$ cat config.mk
export PLATFORM = sky130hd
export DESIGN_NAME = victim_backed_cache
export DESIGN_NICKNAME = d
export VERILOG_FILES = /design/src/rtl/vcache_pkg.sv /design/src/rtl/vc_line_array.sv /design/src/rtl/vc_age_lru.sv /design/src/rtl/vc_victim_store.sv /design/src/rtl/victim_backed_cache.sv
export SDC_FILE = /design/constraint.sdc
export NUM_CORES = 1
export LEC_CHECK = 0
export BUFFER_PORTS_ARGS = -buffer_cell sky130_fd_sc_hd__buf_2
export CAP_MARGIN = 10
export CORE_ASPECT_RATIO = 0.6
export CORE_UTILIZATION = 53
export CTS_BUF_LIST = sky130_fd_sc_hd__clkbuf_8 sky130_fd_sc_hd__clkbuf_16
export CTS_CLUSTER_DIAMETER = 40
export DETAILED_ROUTE_END_ITERATION = 8
export MAX_ROUTING_LAYER = met4
export PLACE_DENSITY_LB_ADDON = 0.05
export RECOVER_POWER = 25
export SLEW_MARGIN = 0
export SYNTH_ARGS = -nofsm -noshare
export SYNTH_HDL_FRONTEND = slang
export SYNTH_HIERARCHICAL = 1
export SYNTH_SLANG_ARGS = --single-unit
$ cat constraint.sdc
create_clock -name clk -period 2.9 [get_ports clk]
set_clock_uncertainty 0.05 [all_clocks]
set_input_delay 0.435 -clock clk [delete_from_list [all_inputs] [get_ports clk]]
set_output_delay 0.435 -clock clk [all_outputs]
set_load 0.005 [all_outputs]
$ cat src/rtl/vcache_pkg.sv
package vcache_pkg;
  typedef enum logic [1:0] {
    ST_IDLE = 2'd0,
    ST_REQ  = 2'd1,
    ST_WAIT = 2'd2
  } ctl_state_e;
endpackage

$ cat src/rtl/vc_line_array.sv
module vc_line_array #(
  parameter int SETS   = 16,
  parameter int IDX_W  = 4,
  parameter int TAG_W  = 8,
  parameter int DATA_W = 32
) (
  input  logic              clk,
  input  logic              rst_n,
  input  logic [IDX_W-1:0]  rd_idx,
  output logic              rd_valid,
  output logic              rd_dirty,
  output logic [TAG_W-1:0]  rd_tag,
  output logic [DATA_W-1:0] rd_data,
  input  logic              wr_en,
  input  logic [IDX_W-1:0]  wr_idx,
  input  logic              wr_valid,
  input  logic              wr_dirty,
  input  logic [TAG_W-1:0]  wr_tag,
  input  logic [DATA_W-1:0] wr_data
);
  logic [SETS-1:0]   valid_q, valid_d;
  logic [SETS-1:0]   dirty_q;
  logic [TAG_W-1:0]  tag_q  [SETS];
  logic [DATA_W-1:0] data_q [SETS];

  always_comb begin
    valid_d = valid_q;
    if (wr_en) valid_d[wr_idx] = wr_valid;
  end

  always_ff @(posedge clk or negedge rst_n) begin
    if (!rst_n) valid_q <= '0;
    else        valid_q <= valid_d;
  end

  always_ff @(posedge clk) begin
    if (wr_en) begin
      dirty_q[wr_idx] <= wr_dirty;
      tag_q[wr_idx]   <= wr_tag;
      data_q[wr_idx]  <= wr_data;
    end
  end

  assign rd_valid = valid_q[rd_idx];
  assign rd_dirty = dirty_q[rd_idx];
  assign rd_tag   = tag_q[rd_idx];
  assign rd_data  = data_q[rd_idx];
endmodule

$ cat src/rtl/vc_age_lru.sv
module vc_age_lru #(
  parameter int ENTRIES = 4,
  parameter int SLOT_W  = 2
) (
  input  logic              clk,
  input  logic              rst_n,
  input  logic              touch_en,
  input  logic [SLOT_W-1:0] touch_slot,
  output logic [SLOT_W-1:0] lru_slot
);
  localparam logic [SLOT_W-1:0] OLDEST = SLOT_W'(ENTRIES - 1);

  logic [SLOT_W-1:0] age_q [ENTRIES];
  logic [SLOT_W-1:0] age_d [ENTRIES];
  logic [ENTRIES-1:0] oldest_vec;

  always_comb begin
    for (int i = 0; i < ENTRIES; i++) begin
      age_d[i] = age_q[i];
      if (touch_en) begin
        if (SLOT_W'(i) == touch_slot)        age_d[i] = '0;
        else if (age_q[i] < age_q[touch_slot]) age_d[i] = age_q[i] + 1'b1;
      end
    end
  end

  generate
    for (genvar g = 0; g < ENTRIES; g++) begin : g_age
      always_ff @(posedge clk or negedge rst_n) begin
        if (!rst_n)        age_q[g] <= SLOT_W'(g);
        else if (touch_en) age_q[g] <= age_d[g];
      end
      assign oldest_vec[g] = (age_q[g] == OLDEST);
    end
  endgenerate

  always_comb begin
    lru_slot = '0;
    for (int i = 0; i < ENTRIES; i++)
      if (oldest_vec[i]) lru_slot = SLOT_W'(i);
  end

  // ages stay a permutation, so exactly one entry is the oldest
  assert_single_oldest_R7: assert property (@(posedge clk) disable iff (!rst_n)
    $countones(oldest_vec) == 1);
endmodule

$ cat src/rtl/vc_victim_store.sv
module vc_victim_store #(
  parameter int ENTRIES = 4,
  parameter int SLOT_W  = 2,
  parameter int ADDR_W  = 12,
  parameter int DATA_W  = 32
) (
  input  logic              clk,
  input  logic              rst_n,
  input  logic [ADDR_W-1:0] lk_addr,
  output logic              hit,
  output logic [SLOT_W-1:0] hit_slot,
  output logic              hit_dirty,
  output logic [DATA_W-1:0] hit_data,
  output logic [SLOT_W-1:0] alloc_slot,
  output logic              alloc_valid,
  output logic              alloc_dirty,
  output logic [ADDR_W-1:0] alloc_addr,
  output logic [DATA_W-1:0] alloc_data,
  input  logic              wr_en,
  input  logic [SLOT_W-1:0] wr_slot,
  input  logic              wr_valid,
  input  logic              wr_dirty,
  input  logic [ADDR_W-1:0] wr_addr,
  input  logic [DATA_W-1:0] wr_data
);
  logic [ENTRIES-1:0] valid_q, valid_d;
  logic [ENTRIES-1:0] dirty_q;
  logic [ADDR_W-1:0]  addr_q [ENTRIES];
  logic [DATA_W-1:0]  data_q [ENTRIES];
  logic [ENTRIES-1:0] match_vec;
  logic [SLOT_W-1:0]  lru_slot;
  logic               any_free;
  logic [SLOT_W-1:0]  free_slot;

  vc_age_lru #(.ENTRIES(ENTRIES), .SLOT_W(SLOT_W)) u_lru (
    .clk        (clk),
    .rst_n      (rst_n),
    .touch_en   (wr_en && wr_valid),
    .touch_slot (wr_slot),
    .lru_slot   (lru_slot)
  );

  generate
    for (genvar g = 0; g < ENTRIES; g++) begin : g_cmp
      assign match_vec[g] = valid_q[g] && (addr_q[g] == lk_addr);
    end
  endgenerate

  always_comb begin
    hit_slot  = '0;
    free_slot = '0;
    any_free  = 1'b0;
    for (int i = ENTRIES - 1; i >= 0; i--) begin
      if (match_vec[i]) hit_slot = SLOT_W'(i);
      if (!valid_q[i]) begin
        free_slot = SLOT_W'(i);
        any_free  = 1'b1;
      end
    end
  end

  assign hit        = |match_vec;
  assign hit_dirty  = dirty_q[hit_slot];
  assign hit_data   = data_q[hit_slot];
  assign alloc_slot = any_free ? free_slot : lru_slot;
  assign alloc_valid = valid_q[alloc_slot];
  assign alloc_dirty = dirty_q[alloc_slot];
  assign alloc_addr  = addr_q[alloc_slot];
  assign alloc_data  = data_q[alloc_slot];

  always_comb begin
    valid_d = valid_q;
    if (wr_en) valid_d[wr_slot] = wr_valid;
  end

  always_ff @(posedge clk or negedge rst_n) begin
    if (!rst_n) valid_q <= '0;
    else        valid_q <= valid_d;
  end

  always_ff @(posedge clk) begin
    if (wr_en) begin
      dirty_q[wr_slot] <= wr_dirty;
      addr_q[wr_slot]  <= wr_addr;
      data_q[wr_slot]  <= wr_data;
    end
  end

  // a line address is never held by two victim entries
  assert_no_duplicate_R4: assert property (@(posedge clk) disable iff (!rst_n)
    $onehot0(match_vec));
endmodule

$ cat src/rtl/victim_backed_cache.sv
module victim_backed_cache
  import vcache_pkg::*;
#(
  parameter int ADDR_W  = 12,
  parameter int DATA_W  = 32,
  parameter int SETS    = 16,
  parameter int VICTIMS = 4
) (
  input  logic              clk,
  input  logic              rst_n,
  input  logic              cpu_valid,
  input  logic              cpu_write,
  input  logic [ADDR_W-1:0] cpu_addr,
  input  logic [DATA_W-1:0] cpu_wdata,
  output logic              cpu_ready,
  output logic [DATA_W-1:0] cpu_rdata,
  output logic              mem_req_valid,
  input  logic              mem_req_ready,
  output logic [ADDR_W-1:0] mem_req_addr,
  input  logic              mem_resp_valid,
  input  logic [DATA_W-1:0] mem_resp_data,
  output logic              wb_valid,
  output logic [ADDR_W-1:0] wb_addr,
  output logic [DATA_W-1:0] wb_data
);
  localparam int IDX_W  = $clog2(SETS);
  localparam int TAG_W  = ADDR_W - IDX_W;
  localparam int SLOT_W = (VICTIMS > 1) ? $clog2(VICTIMS) : 1;

  // reset: asserted asynchronously, released on the clock
  logic [1:0] rst_pipe_q;
  logic       core_rst_n;
  always_ff @(posedge clk or negedge rst_n) begin
    if (!rst_n) rst_pipe_q <= 2'b00;
    else        rst_pipe_q <= {rst_pipe_q[0], 1'b1};
  end
  assign core_rst_n = rst_pipe_q[1];

  ctl_state_e        state_q, state_d;
  logic [ADDR_W-1:0] miss_addr_q, miss_addr_d;
  logic              wb_valid_q, wb_valid_d;
  logic [ADDR_W-1:0] wb_addr_q, wb_addr_d;
  logic [DATA_W-1:0] wb_data_q, wb_data_d;

  logic [IDX_W-1:0]  cur_idx;
  logic [TAG_W-1:0]  cur_tag;
  logic              p_valid, p_dirty, p_hit;
  logic [TAG_W-1:0]  p_tag;
  logic [DATA_W-1:0] p_data;

  logic              pw_en, pw_valid, pw_dirty;
  logic [IDX_W-1:0]  pw_idx;
  logic [TAG_W-1:0]  pw_tag;
  logic [DATA_W-1:0] pw_data;

  logic              v_hit, v_hit_dirty;
  logic [SLOT_W-1:0] v_hit_slot, v_alloc_slot;
  logic [DATA_W-1:0] v_hit_data, v_alloc_data;
  logic              v_alloc_valid, v_alloc_dirty;
  logic [ADDR_W-1:0] v_alloc_addr;
  logic              vw_en, vw_valid, vw_dirty;
  logic [SLOT_W-1:0] vw_slot;
  logic [ADDR_W-1:0] vw_addr;
  logic [DATA_W-1:0] vw_data;
  logic [ADDR_W-1:0] v_hit_addr;

  assign cur_idx    = cpu_addr[IDX_W-1:0];
  assign cur_tag    = cpu_addr[ADDR_W-1:IDX_W];
  assign v_hit_addr = cpu_addr;

  vc_line_array #(.SETS(SETS), .IDX_W(IDX_W), .TAG_W(TAG_W), .DATA_W(DATA_W)) u_lines (
    .clk      (clk),
    .rst_n    (core_rst_n),
    .rd_idx   (cur_idx),
    .rd_valid (p_valid),
    .rd_dirty (p_dirty),
    .rd_tag   (p_tag),
    .rd_data  (p_data),
    .wr_en    (pw_en),
    .wr_idx   (pw_idx),
    .wr_valid (pw_valid),
    .wr_dirty (pw_dirty),
    .wr_tag   (pw_tag),
    .wr_data  (pw_data)
  );

  vc_victim_store #(.ENTRIES(VICTIMS), .SLOT_W(SLOT_W), .ADDR_W(ADDR_W), .DATA_W(DATA_W)) u_victims (
    .clk         (clk),
    .rst_n       (core_rst_n),
    .lk_addr     (cpu_addr),
    .hit         (v_hit),
    .hit_slot    (v_hit_slot),
    .hit_dirty   (v_hit_dirty),
    .hit_data    (v_hit_data),
    .alloc_slot  (v_alloc_slot),
    .alloc_valid (v_alloc_valid),
    .alloc_dirty (v_alloc_dirty),
    .alloc_addr  (v_alloc_addr),
    .alloc_data  (v_alloc_data),
    .wr_en       (vw_en),
    .wr_slot     (vw_slot),
    .wr_valid    (vw_valid),
    .wr_dirty    (vw_dirty),
    .wr_addr     (vw_addr),
    .wr_data     (vw_data)
  );

  assign p_hit = cpu_valid && p_valid && (p_tag == cur_tag);

  always_comb begin
    state_d       = state_q;
    miss_addr_d   = miss_addr_q;
    wb_valid_d    = 1'b0;
    wb_addr_d     = wb_addr_q;
    wb_data_d     = wb_data_q;
    cpu_ready     = 1'b0;
    mem_req_valid = 1'b0;
    pw_en    = 1'b0;
    pw_idx   = cur_idx;
    pw_valid = 1'b1;
    pw_dirty = 1'b0;
    pw_tag   = cur_tag;
    pw_data  = cpu_wdata;
    vw_en    = 1'b0;
    vw_slot  = v_hit_slot;
    vw_valid = p_valid;
    vw_dirty = p_dirty;
    vw_addr  = {p_tag, cur_idx};
    vw_data  = p_data;
    unique case (state_q)
      ST_IDLE: begin
        if (p_hit) begin
          cpu_ready = 1'b1;
          if (cpu_write) begin
            pw_en    = 1'b1;
            pw_dirty = 1'b1;
          end
        end else if (cpu_valid && v_hit) begin
          // swap: victim line up, primary line down into the same entry
          pw_en    = 1'b1;
          pw_dirty = v_hit_dirty;
          pw_tag   = v_hit_addr[ADDR_W-1:IDX_W];
          pw_data  = v_hit_data;
          vw_en    = 1'b1;
        end else if (cpu_valid) begin
          state_d     = ST_REQ;
          miss_addr_d = cpu_addr;
          if (p_valid) begin
            vw_en    = 1'b1;
            vw_slot  = v_alloc_slot;
            pw_en    = 1'b1;
            pw_valid = 1'b0;
            pw_tag   = p_tag;
            pw_data  = p_data;
            if (v_alloc_valid && v_alloc_dirty) begin
              wb_valid_d = 1'b1;
              wb_addr_d  = v_alloc_addr;
              wb_data_d  = v_alloc_data;
            end
          end
        end
      end
      ST_REQ: begin
        mem_req_valid = 1'b1;
        if (mem_req_ready) state_d = ST_WAIT;
      end
      ST_WAIT: begin
        if (mem_resp_valid) begin
          pw_en   = 1'b1;
          pw_idx  = miss_addr_q[IDX_W-1:0];
          pw_tag  = miss_addr_q[ADDR_W-1:IDX_W];
          pw_data = mem_resp_data;
          state_d = ST_IDLE;
        end
      end
      default: state_d = ST_IDLE;
    endcase
  end

  always_ff @(posedge clk or negedge core_rst_n) begin
    if (!core_rst_n) begin
      state_q    <= ST_IDLE;
      wb_valid_q <= 1'b0;
    end else begin
      state_q    <= state_d;
      wb_valid_q <= wb_valid_d;
    end
  end

  always_ff @(posedge clk) begin
    if (state_q == ST_IDLE) miss_addr_q <= miss_addr_d;
    if (wb_valid_d) begin
      wb_addr_q <= wb_addr_d;
      wb_data_q <= wb_data_d;
    end
  end

  assign cpu_rdata    = p_data;
  assign mem_req_addr = miss_addr_q;
  assign wb_valid     = wb_valid_q;
  assign wb_addr      = wb_addr_q;
  assign wb_data      = wb_data_q;

  // a refill request is held with a stable address until accepted
  assert_req_held_R5: assert property (@(posedge clk) disable iff (!core_rst_n)
    (mem_req_valid && !mem_req_ready) |=> (mem_req_valid && $stable(mem_req_addr)));

  // no completion while a refill is pending
  assert_stall_on_refill_R5: assert property (@(posedge clk) disable iff (!core_rst_n)
    (state_q != ST_IDLE) |-> !cpu_ready);

  // a victim hit resolves locally, with no refill request after it
  assert_swap_no_refill_R3: assert property (@(posedge clk) disable iff (!core_rst_n)
    (state_q == ST_IDLE && cpu_valid && !p_hit && v_hit) |=> (!mem_req_valid && state_q == ST_IDLE));

  // a writeback lasts a single cycle
  assert_wb_pulse_R8: assert property (@(posedge clk) disable iff (!core_rst_n)
    wb_valid |=> !wb_valid);
endmodule

Word-level counts from Yosys, hierarchy flattened

Memory sizes are Yosys's and may differ from the RTL's. A register that Yosys moved wholly into a read port is not among the register bits.
Index checks and enable logic that the tools add are counted.

Add/subtract/negate cells: 4
Eq/ne operators: 18
Bitwise logic cells: 3
Reductions and logical operators: 25
Mux-type cells: 100
Order comparisons: 12

Operators by type and width:

| cell                                                       | count |
|---|---|
| two-way mux 32 bit                                         | 5 |
| case mux 32 bit (2 select lines)                           | 1 |
| two-way mux 2 bit                                          | 31 |
| equality test 12 bit                                       | 4 |
| two-way mux 1 bit                                          | 41 |
| two-way mux 8 bit                                          | 5 |
| bitwise mux 16 bit                                         | 2 |
| case mux 8 bit (2 select lines)                            | 1 |
| logical AND 1 bit                                          | 11 |
| less-than comparator 4 x 5 -> 1 bit, second input constant | 2 |
| != test 2 bit, second input constant                       | 5 |
| less-than comparator 2 x 3 -> 1 bit, second input constant | 3 |
| adder 2 x 1 -> 2 bit, second input constant                | 4 |
| binary-select mux 1 bit (select 4 bit)                     | 2 |
| bitwise mux 4 bit                                          | 2 |
| equality test 2 bit, second input constant                 | 4 |
| equality test 8 bit                                        | 1 |
| less-than comparator 2 bit                                 | 4 |
| two-way mux 4 bit                                          | 2 |
| AND reduction 2 bit                                        | 4 |
| nonzero test 2 bit                                         | 4 |
| AND reduction 7 bit                                        | 1 |
| binary-select mux 1 bit (select 2 bit)                     | 3 |
| case mux 2 bit (3 select lines)                            | 1 |
| other kinds (16)                                           | 19 |

Input bits: 82
Memory bits (writable): 816
Memories: 4
Output and inout bits: 91
Flip-flop bits (word level): 65
Word-level logic and storage cells: 178

Memory list:

| memory           | words | bits a word | rd ports | clocked after Yosys merged registers in | wr ports | line                  | source |
|---|---|---|---|---|---|---|---|
| u_lines.data_q   | 16    | 32          | 1        | 0                                       | 1        | vc_line_array.sv:24   | `logic [DATA_W-1:0] data_q [SETS];` |
| u_lines.tag_q    | 16    | 8           | 1        | 0                                       | 1        | vc_line_array.sv:23   | `logic [TAG_W-1:0] tag_q [SETS];` |
| u_victims.data_q | 4     | 32          | 2        | 1                                       | 1        | vc_victim_store.sv:29 | `logic [DATA_W-1:0] data_q [ENTRIES];` |
| u_victims.addr_q | 4     | 12          | 5        | 1                                       | 1        | vc_victim_store.sv:28 | `logic [ADDR_W-1:0] addr_q [ENTRIES];` |

Longest topological paths before layout

Gate-level depths: netlist (run 1).
An unclocked memory read counts as a cell.

Depth after elaboration: 19
Gate-level depth with buffers: 18
Mapped depth without buffers: 15

Hierarchy

Netlist (run 1), hierarchy kept.

Modules (own cells, without submodules):

| module              | instances | cells an instance | seq. area each (µm²) | area each (µm²) |
|---|---|---|---|---|
| vc_line_array       | 1         | 1,067             | 20,099.3             | 25,319.3 |
| vc_victim_store     | 1         | 581               | 5,505.3              | 8,564.5 |
| victim_backed_cache | 1         | 323               | 1,806.7              | 3,547.2 |
| vc_age_lru          | 1         | 82                | 205.2                | 779.5 |

Worst setup path after synthesis (run 1)

Ideal clock, no wire load.

Path kind: input -> register
Start point: in cpu_addr[0]
End point: reg u_victims.valid_q[0]
Stages on the path: 13
Required time: 2.769 ns
Setup time: 0.081 ns
Path slack: -4.140 ns
Path buffers: 3
Data arrival time: 6.909 ns
Path through: buf_6 buf_6 buf_4 mux4_2 a22oi_1 nand2_1 xor2_1 nor4_4 nand3_4 nand2_2 mux2_2 nor3b_1 mux2_2

Elaborated cells on any way between the ends: 36
Those cells by class: order compare (2); eq/ne (5); mux (19); reduce/logical (9); memory (1)

RTL lines:

| what                                                                                                      | line                       | source |
|---|---|---|
| start: declaration                                                                                        | victim_backed_cache.sv:13  | `input logic [ADDR_W-1:0] cpu_addr,` |
| memory read (16 x 8 bit) *                                                                                | -                          |  |
| via p_tag[6]                                                                                              | victim_backed_cache.sv:48  | `logic [TAG_W-1:0] p_tag;` |
| equality test 8 bit *                                                                                     | victim_backed_cache.sv:108 | `assign p_hit = cpu_valid && p_valid && (p_tag == cur_tag);` |
| logical AND 1 bit *                                                                                       | victim_backed_cache.sv:108 |  |
| two-way mux 2 bit *                                                                                       | victim_backed_cache.sv:132 | `if (p_hit) begin` |
| two-way mux 2 bit *                                                                                       | victim_backed_cache.sv:130 | `unique case (state_q)` |
| via vw_slot[1]                                                                                            | victim_backed_cache.sv:62  | `logic [SLOT_W-1:0] vw_slot;` |
| less-than comparator 2 x 3 -> 1 bit (implied by the code) or >= comparator 2 x 1 -> 1 bit (tied branches) | vc_victim_store.sv:73      | `if (wr_en) valid_d[wr_slot] = wr_valid;` |
| logical AND 1 bit (implied by the code)                                                                   | vc_victim_store.sv:73      |  |
| two-way mux 1 bit (implied by the code)                                                                   | vc_victim_store.sv:73      |  |
| demux 1 bit (select 2 bit) *                                                                              | -                          |  |
| bitwise mux 4 bit *                                                                                       | vc_victim_store.sv:73      |  |
| end signal: assignment                                                                                    | vc_victim_store.sv:78      | `else valid_q <= valid_d;` |
| end: declaration                                                                                          | vc_victim_store.sv:26      | `logic [ENTRIES-1:0] valid_q, valid_d;` |

Mark *: on every way through the listed nets, which the timed path passes. The rest lies on a longest branch. The select of a mux whose other input is x is not followed.
A chain may end at the register's enable or synchronous reset.

Worst setup path after layout (run 1)

Start point: mem u_lines.tag_q[3][1]
End point: reg u_victims/u_lru/age_q[7] (netlist name)

Cells in the longest elaborated chain, start to end: 12
Elaborated cells on any way between the ends: 17
Those cells by class: order compare (1); eq/ne (1); mux (8); bitwise (1); reduce/logical (5); memory (1)

Ends and longest elaborated chain:

| what                                                  | line                       | source |
|---|---|---|
| start: declaration                                    | vc_line_array.sv:23        |  |
| memory read (16 x 8 bit) *                            | -                          |  |
| via p_tag[1]                                          | victim_backed_cache.sv:48  |  |
| equality test 8 bit *                                 | victim_backed_cache.sv:108 |  |
| logical AND 1 bit *                                   | victim_backed_cache.sv:108 |  |
| two-way mux 2 bit *                                   | victim_backed_cache.sv:132 |  |
| two-way mux 2 bit *                                   | victim_backed_cache.sv:130 |  |
| via vw_slot[0]                                        | victim_backed_cache.sv:62  |  |
| inverter 2 -> 3 bit (implied by the code)             | vc_age_lru.sv:22           | `else if (age_q[i] < age_q[touch_slot]) age_d[i] = age_q[i] + 1'b1;` |
| binary-select mux 2 bit (select 2 bit)                | vc_age_lru.sv:22           |  |
| two-way mux 2 bit (implied by the code) (2 in series) | vc_age_lru.sv:22           |  |
| less-than comparator 2 bit                            | vc_age_lru.sv:22           |  |
| nonzero test 2 bit (no source line)                   | -                          |  |
| AND reduction 2 bit (no source line)                  | -                          |  |
| end signal: indexed assignment                        | vc_age_lru.sv:30           | `if (!rst_n) age_q[g] <= SLOT_W'(g);` |
| end signal: indexed assignment                        | vc_age_lru.sv:31           | `else if (touch_en) age_q[g] <= age_d[g];` |
| end: declaration                                      | vc_age_lru.sv:13           | `logic [SLOT_W-1:0] age_q [ENTRIES];` |

Marks and branches as above.

==> out/summary.log, run 1 <==
INFO  drt            dr.pass1.iters=5
INFO  global_route   antenna_found_initial=0
INFO  global_route   globalRoute.totalOverflow=0
INFO  setup_path     r2r_slack=-0.85ns
INFO  die            floorplan.initialDensity=54.1%
INFO  power          peakVddDrop=0.000685V
INFO  clocking       clkSinkCount=925
INFO  setup_path     origin_of_the_worst_setup_path=u_lines/tag_q[3][1]$_DFFE_PP_
INFO  die            chipWidth=349um
INFO  power          p_per_area=792nW/um2
INFO  min_path       hold_sp=mem_req_ready
INFO  synth          area_leader_netlist=edfxtp_1
INFO  synth          synth.yosys.seq_area_share=72.3%
INFO  setup_path     critPathKind=flop to flop
INFO  synth          post_synth_arst_share=3.57%
INFO  drt            dr_total_vias=22829
INFO  placed_design  gp_routability_congestion=0.844
INFO  synth          dominantRegCellSynth=edfxtp_1
INFO  die            floorplan.die.height=210um
INFO  drt            drcViolationCount=0
INFO  drt            antenna_left=0
INFO  global_route   grt_pass1_vias=22802
INFO  global_route   global_route.usage.total=30.8%
INFO  die            floorplan.core_area=70600um2
INFO  drt            detailedRoute.firstIterationViolations=2798
INFO  setup_path     required=3.39ns
INFO  synth          post_synth_num_cell_types=68
INFO  drt            detail_route.wl_per_cell=29.9um
INFO  timing         layout_setup_ws=-0.854ns
INFO  job            drv.max_cap_violation_count=1
INFO  die            io-pin-count=173
INFO  synth          syn-instance-count=2053
INFO  clocking       clk_root_buffer_cell=clkbuf_16
INFO  setup_path     launching_element_type_of_the_critical_path=flop
INFO  timing         slew_violations=32
INFO  setup_path     worst-path-max-fanout=3
INFO  die            placementRows=75
INFO  clocking       cts-buffers-inserted=94
INFO  min_path       worst_hold_path_type=input port to flop
INFO  synth          postSynthNetCount=2142
INFO  final_layout   nFillCells=4556
INFO  timing         setup_tns=-806.51ns
INFO  outcome        run_status=complete, but fails checks
INFO  final_layout   finish.cell_count_without_fillers=3632
INFO  setup_path     crit_arrival=4.24ns
INFO  synth          synth.ff_latch_count=925
INFO  outcome        failed_checks=capacitance limit, slew limit, setup timing
INFO  global_route   grt_first_pass_wirelength=156000um
INFO  timing         setup-violations-final=1610
INFO  global_route   grt_max_degree=89
INFO  die            design.die.area=73200um2
INFO  clocking       clkSlewWorstSetupHoldPaths=0.06ns
INFO  timing         relative_slew_slack=-30.6%
INFO  timing         tightestPinTransition=1.96ns
INFO  timing         grt_setup_unrepaired=yes
INFO  timing         period_minus_slack=3.75ns
INFO  drt            via_per_inst=6.29
INFO  setup_path     cp-endpoint=u_victims/u_lru/age_q[7]$_DFFE_PN0P_
INFO  setup_path     r2r-end=u_victims/u_lru/age_q[7]$_DFFE_PN0P_
INFO  synth          main_area_contributors_after_synthesis=edfxtp_1 70%, mux4_2 12%, a22oi_1 2.3%
INFO  final_layout   area_of_the_multi_input_gates=10500um2
INFO  final_layout   finalNetCount=2680
INFO  timing         period_utilization_post_route=129%
INFO  synth          yosys_warns=6
INFO  synth          count_of_flip_flops_with_a_built_in_enable_after_synthesis=892
INFO  timing         clock.fmax=266MHz
INFO  placed_design  numPlacedInstances=3375
INFO  setup_path     setup.worst_path.end_class=flop
INFO  drt            totalWireLength=109000um
INFO  placed_design  portBuffers=172
INFO  final_layout   final_layout_size_suffix_gt1_share=40.3%
INFO  clocking       htreeDepth=3
INFO  final_layout   regArea=27600um2
INFO  final_layout   area_growth=27.3%
INFO  setup_path     reg2reg_from=u_lines/tag_q[3][1]$_DFFE_PP_
INFO  clocking       clk_latency=0.66ns
INFO  placed_design  hpwlAfterDp=65700um
INFO  synth          synth_top_cell_area_share=70.1%
INFO  clocking       cts.path.max_buffers=3
INFO  synth          post_syn_area_per_cell=18.6um2
INFO  final_layout   antenna_cells_inserted=0
INFO  clocking       tritoncts_clock_tree=built
INFO  timing         final_hold_viol_count=0
INFO  synth          mappedNetlistArea=38200um2
INFO  power          power.leakage=0.0166uW
INFO  setup_path     r2r.worst_path.cells=15
[metal layers]
| metal | up-vias | global-route usage (%) | wire length, um |
|---|---|---|---|
| met5 | - | - | 0 |
| met4 | 0 | 6.76 | 2310 |
| met3 | 157 | 4.39 | 8700 |
| met2 | 1164 | 47.0 | 51500 |
| met1 | 11960 | 44.9 | 46100 |
| li1 | 9548 | - | - |
[worst min-delay path by stage]
stage                               to  slack (ns)  depth (start not counted)
6_report        state_q[1]$_DFFE_PN0P_        0.05                          3
5_1_grt         state_q[1]$_DFFE_PN0P_        0.01                          3
4_1_cts         state_q[1]$_DFFE_PN0P_       0.002                          3
3_5_place_dp   rst_pipe_q[0]$_DFF_PN0_        0.18                          1
3_3_place_gp   rst_pipe_q[0]$_DFF_PN0_        0.17                          1
2_1_floorplan  rst_pipe_q[0]$_DFF_PN0_        0.09                          0
[registers in the layout, summed over array words and instances, names as in the netlist]
| signal | flops |
|---|---|
| mem_req_addr | 12 |
| rst_pipe_q | 2 |
| state_q | 2 |
| u_lines/data_q | 512 |
| u_lines/dirty_q | 16 |
| u_lines/tag_q | 128 |
| u_lines/valid_q | 16 |
| u_victims/addr_q | 48 |
| u_victims/data_q | 128 |
| u_victims/dirty_q | 4 |
| u_victims/u_lru/age_q | 8 |
| u_victims/valid_q | 4 |
| wb_addr | 12 |
| wb_data | 32 |
| wb_valid | 1 |
[where the power goes]
group | switching [uW] | internal, uW
Combinational | 5090 | 3590
Sequential | 216 | 17000
Clock | 5360 | 7290
[cell usage in the layout (no fill, tap or decap), types with 26 or more instances in the layout]
cell / netlist / routed
a21oi_1: 36 / 33
inv_1: 12 / 28
a211oi_1: 46 / 46
buf_12: 3 / 121
edfxtp_1: 892 / 892
nand2_1: 151 / 134
clkbuf_16: 0 / 98
buf_2: 28 / 154
mux4_2: 198 / 199
xnor2_1: 36 / 34
buf_4: 5 / 231
a31o_1: 32 / 31
a22oi_2: 0 / 26
dfrtp_1: 29 / 29
nor2b_1: 55 / 53
a22oi_1: 116 / 90
a31oi_1: 49 / 48
[repair_timing]
item,4_1_cts,5_1_grt
pin swaps,43,23
endpoints found under the hold margin,2,0
gates cloned,16,5
resized for setup,142,29
hold buffers,1,0
endpoints found under the setup margin,1609,1610
buffers inserted,58,11
[synthesized netlist by cell type (all sizes together), types with 31 or more instances]
master,count
o21ai,35
nand2,152
o22ai,31
clkbuf,76
nor2b,56
a21oi,36
a31oi,49
buf,64
a31o,32
mux4,202
a22oi,116
edfxtp,892
xnor2,44
a211oi,46
[area by class of cell]
type                    count  share of cell area, %
repair buffers            581                   12.4
flip-flops and latches    925                   56.8
well taps                 962                   2.48
inverters                  14                  0.113
clock inverters            80                   1.76
clock buffers              95                   4.87
multi-input cells         975                   21.6
[stage by stage]
step	setup slack, ns	cell area [um2]	hold WS (ns)	total power [uW]	utilization (%)
2_1_floorplan	-1.70	38600	0.0894	21200	-
3_3_place_gp	-1.36	43600	0.171	25200	61.8
3_5_place_dp	-1.50	43600	0.178	25500	61.8
4_1_cts	-0.865	48400	0.00215	38500	68.6
5_1_grt	-0.983	48600	0.0130	39600	68.9
6_report	-0.854	48600	0.0515	38500	68.9
[cell families after synthesis]
kind of cell	Yosys count	synth area share [%]
buffers and inverters	154	2.29
flip-flops	925	72.3
multiplexers	235	12.9
AND/OR/NAND/NOR	303	4.03
other	1	0.00981
adder cells (fa/ha/maj)	7	0.229
XOR/XNOR	56	1.44
AO/OA/AOI/OAI	372	6.81
[worst max-delay path: stages (launching register included)]
cell       delay (ns)
edfxtp_1         0.37
mux4_2           0.50
a22oi_2          0.20
nand2_1          0.11
xor2_1           0.20
nor3_2           0.34
nand3_4          0.13
nand2_4          0.10
mux2_4           0.32
mux4_2           0.46
inv_2            0.09
buf_6            0.10
ha_4             0.20
nor3b_4          0.20
o21a_1           0.20
o2bb2ai_2        0.07
No activity file was read; power rests on OpenSTA's default activity.
==> run 2: changes to the inputs <==
--- a/config.mk
+++ b/config.mk
@@ -8,7 +8,7 @@
 export BUFFER_PORTS_ARGS = -buffer_cell sky130_fd_sc_hd__buf_2
 export CAP_MARGIN = 10
 export CORE_ASPECT_RATIO = 0.6
-export CORE_UTILIZATION = 53
+export CORE_UTILIZATION = 55
 export CTS_BUF_LIST = sky130_fd_sc_hd__clkbuf_8 sky130_fd_sc_hd__clkbuf_16
 export CTS_CLUSTER_DIAMETER = 40
 export DETAILED_ROUTE_END_ITERATION = 8
==> run 2 against run 1 <==
  * The run ends with DRC, setup timing left
  * Flip-flop and latch count did not move
  * Die area decreased by 3.6%
  * Combinational power down 3.7%
  * Highest routed layer unchanged
  * Via count decreased by 1.7%
  * Critical endpoint is now u_lines/data_q[2][17]$_DFFE_PP_
  * Cell count down 3.1%
  * Global-route usage shrank 0.60 points
  * Routed wire length fell by 5.4%
  * Largest cell class unchanged
==> out/summary.log, run 2 (synthesis results as in run 1) <==
INFO  final_layout   final_cell_mix=892 x edfxtp_1, 199 x mux4_2, 198 x buf_4
INFO  timing         slew_violations=0 [-100%]
INFO  clocking       tritoncts_clock_tree=built
INFO  timing         period_minus_slack=3.70ns [-0.0503 ns]
INFO  global_route   antenna_found_initial=0 [unchanged]
INFO  outcome        run_status=complete, but fails checks
INFO  die            floorplan.initialDensity=55.9% [+1.8 points]
INFO  global_route   global_route.usage.met3=4.04% [-0.35 points]
INFO  placed_design  gp_routability_congestion=0.844 [about the same]
INFO  global_route   global_route.usage.total=30.2% [-0.60 points]
INFO  clocking       cts.path.max_buffers=3 [unchanged]
INFO  final_layout   fin_util=69.3% [+0.38 points]
INFO  global_route   grt_use_met1=44.2% [-0.62 points]
INFO  final_layout   final_layout_size_suffix_gt1_share=36.8% [-3.6 points]
INFO  final_layout   area_growth=23.9%
INFO  drt            detailedRoute.firstIterationViolations=2683 [-4.1%]
INFO  final_layout   mostFrequentLayoutCell=edfxtp_1
INFO  clocking       clk_latency=0.66ns [about the same]
INFO  timing         relative_slew_slack=6.90% [+38 points]
INFO  power          p_per_area=785nW/um2 [-0.91%]
INFO  setup_path     critPathKind=input port to flop
INFO  timing         setup-violations-final=1608 [-0.12%]
INFO  die            floorplan.die.height=206um [-1.8%]
INFO  final_layout   registers_with_the_highest_flip_flop_counts=u_lines/data_q: 512 flops, u_lines/tag_q: 128 flops, u_victims/data_q: 128 flops
INFO  clocking       htreeDepth=3 [unchanged]
INFO  timing         period_utilization_post_route=128% [-1.7 points]
INFO  clocking       clk_root_buffer_cell=clkbuf_16
INFO  final_layout   largest_register_ff_count=512 [unchanged]
INFO  drt            drcViolationCount=2 [+2]
INFO  timing         final_hold_viol_count=0 [unchanged]
INFO  setup_path     critPathSlowestCell=mux4_2
INFO  die            floorplan.core_area=68300um2 [-3.2%]
INFO  outcome        failed_checks=DRC, setup timing
INFO  die            placementRows=74 [-1.3%]
INFO  global_route   grt-busiest-layer=met2
INFO  final_layout   finalNetCount=2623 [-2.1%]
INFO  drt            totalWireLength=103000um [-5.4%]
INFO  timing         layout_setup_ws=-0.804ns [+0.0503 ns]
INFO  setup_path     critPathBufInv=6 [+4]
INFO  die            io-pin-count=173 [unchanged]
INFO  setup_path     worst-path-max-fanout=16 [+13]
INFO  drt            antenna_left=0 [unchanged]
INFO  timing         setup_tns=-1034.31ns [-227.80 ns]
INFO  min_path       worst_hold_path_type=input port to async pin
INFO  final_layout   antenna_cells_inserted=0 [unchanged]
INFO  drt            via_per_inst=6.37 [+1.4%]
INFO  global_route   globalRoute.totalOverflow=0 [unchanged]
INFO  power          peakVddDrop=0.000513V [-25%]
INFO  setup_path     crit_family=buffers and inverters
INFO  clocking       cts-buffers-inserted=92 [-2.1%]
INFO  global_route   grt_max_degree=91 [+2.2%]
INFO  setup_path     crit_arrival=4.06ns [-0.18 ns]
INFO  global_route   grt_first_pass_wirelength=148000um [-5.2%]
INFO  die            chipWidth=342um [-1.8%]
INFO  die            design.die.area=70600um2 [-3.6%]
INFO  setup_path     crit_path_cell_trace=clkbuf_1, clkbuf_1, xnor2_1, nand4_1, nor4_4, nor2b_4, nor3_4, buf_4, bufbuf_16, buf_4, mux4_2, o22ai_1, a31o_1, o21ai_1, buf_12
INFO  timing         grt_setup_unrepaired=yes
INFO  setup_path     required=3.26ns [-0.13 ns]
INFO  timing         clock.fmax=270MHz [+1.4%]
INFO  timing         tightestPinTransition=1.40ns [-0.563 ns]
INFO  setup_path     launching_element_type_of_the_critical_path=input port
INFO  global_route   grtUsageMet2=45.0% [-2.0 points]
INFO  final_layout   largest-register=u_lines/data_q
INFO  global_route   grt_pass1_vias=22061 [-3.2%]
INFO  setup_path     max_stage_delay=0.50ns [about the same]
INFO  drt            dr.pass1.iters=9 [+4]
INFO  job            drv.max_cap_violation_count=0 [-1]
INFO  final_layout   nFillCells=4363 [-4.2%]
INFO  power          power.leakage=0.0161uW [-3.3%]
INFO  placed_design  hpwlAfterDp=63000um [-4.2%]
INFO  setup_path     setup.worst_path.end_class=flop
INFO  placed_design  portBuffers=172 [unchanged]
INFO  clocking       clkSlewWorstSetupHoldPaths=0.06ns [about the same]
INFO  clocking       clkSinkCount=925 [unchanged]
INFO  drt            dr_total_vias=22432 [-1.7%]
INFO  drt            detail_route.wl_per_cell=29.2um [-2.4%]
## run 2: changes by cell type in the layout (fill, tap and decap cells not counted), moves of 9 or more
| cell | previous run | this run |
|---|---|---|
| nand2_1 | 134 | 144 |
| o22ai_2 | 14 | 2 |
| o22ai_1 | 17 | 29 |
| a22oi_2 | 26 | 11 |
| buf_12 | 121 | 112 |
| a22oi_1 | 90 | 105 |
| clkinv_1 | 6 | 20 |
| buf_4 | 231 | 198 |
## run 2: power breakdown
part           internal, uW  switching [uW]  leakage, uW  total, uW
Clock                  6440            5160      0.00150      11600
Combinational          3480            4880      0.00615       8360
Sequential            17000             218      0.00845      17200
Total                 26900           10300       0.0161      37200
## run 2: routing by layer
layer  wire, um  part of all wire (%)  up-vias
met1      43800                    43    11771
met5          0                     0        -
met4       2860                   2.8        0
met2      48100                    47     1086
met3       8000                   7.8      144
li1           -                     -     9431
## run 2: path summary, 6_finish.rpt
path                       depth (start not counted)  slack, ns                           start                              endpoint
min in group clk                                   4       0.14                   mem_req_ready                state_q[0]$_DFFE_PN0P_
setup / recovery                                  15      -0.80                     cpu_addr[2]       u_lines/data_q[2][17]$_DFFE_PP_
setup reg to reg                                  16      -0.79  u_lines/tag_q[11][0]$_DFFE_PP_  u_victims/u_lru/age_q[2]$_DFFE_PN0P_
max in group asynchronous                          1       0.98         rst_pipe_q[1]$_DFF_PN0_        u_lines/valid_q[8]$_DFFE_PN0P_
hold reg to reg                                    0       0.15         rst_pipe_q[1]$_DFF_PN0_                    wb_valid$_DFF_PN0_
hold / removal                                     2       0.09                           rst_n               rst_pipe_q[0]$_DFF_PN0_
## run 2: repair_timing
action                                   CTS  global route
endpoints found under the setup margin  1620          1621
pin swaps                                 31            23
buffers inserted                          28            10
hold endpoints to repair                   3             0
hold buffers                               3             0
resized for setup                         77            20
gates cloned                               7             4
## run 2: stage by stage
step / area (um2) / hold WS (ns) / cells / total power, uW / setup slack (ns)
floorplan: 38600 / 0.0894 / 2053 / 21200 / -1.70
global placement: 43400 / 0.167 / 3302 / 25200 / -1.29
detailed placement: 43400 / 0.179 / 3302 / 25400 / -1.32
CTS: 47100 / 0.0390 / 3507 / 37200 / -0.860
global route: 47300 / 0.0991 / 3520 / 38300 / -0.946
finish: 47300 / 0.0877 / 3520 / 37200 / -0.804
## run 2: final cells by class
cell class                      instances  area (um2)  area share (%)
Clock buffer                           93        2330            4.92
Multi-Input combinational cell        974       10300            21.8
Sequential cell                       925       27600            58.3
Timing Repair Buffer                  527        5290            11.2
Tap cell                              912        1140            2.41
Inverter                               14        55.1           0.116
Clock inverter                         75         617            1.30
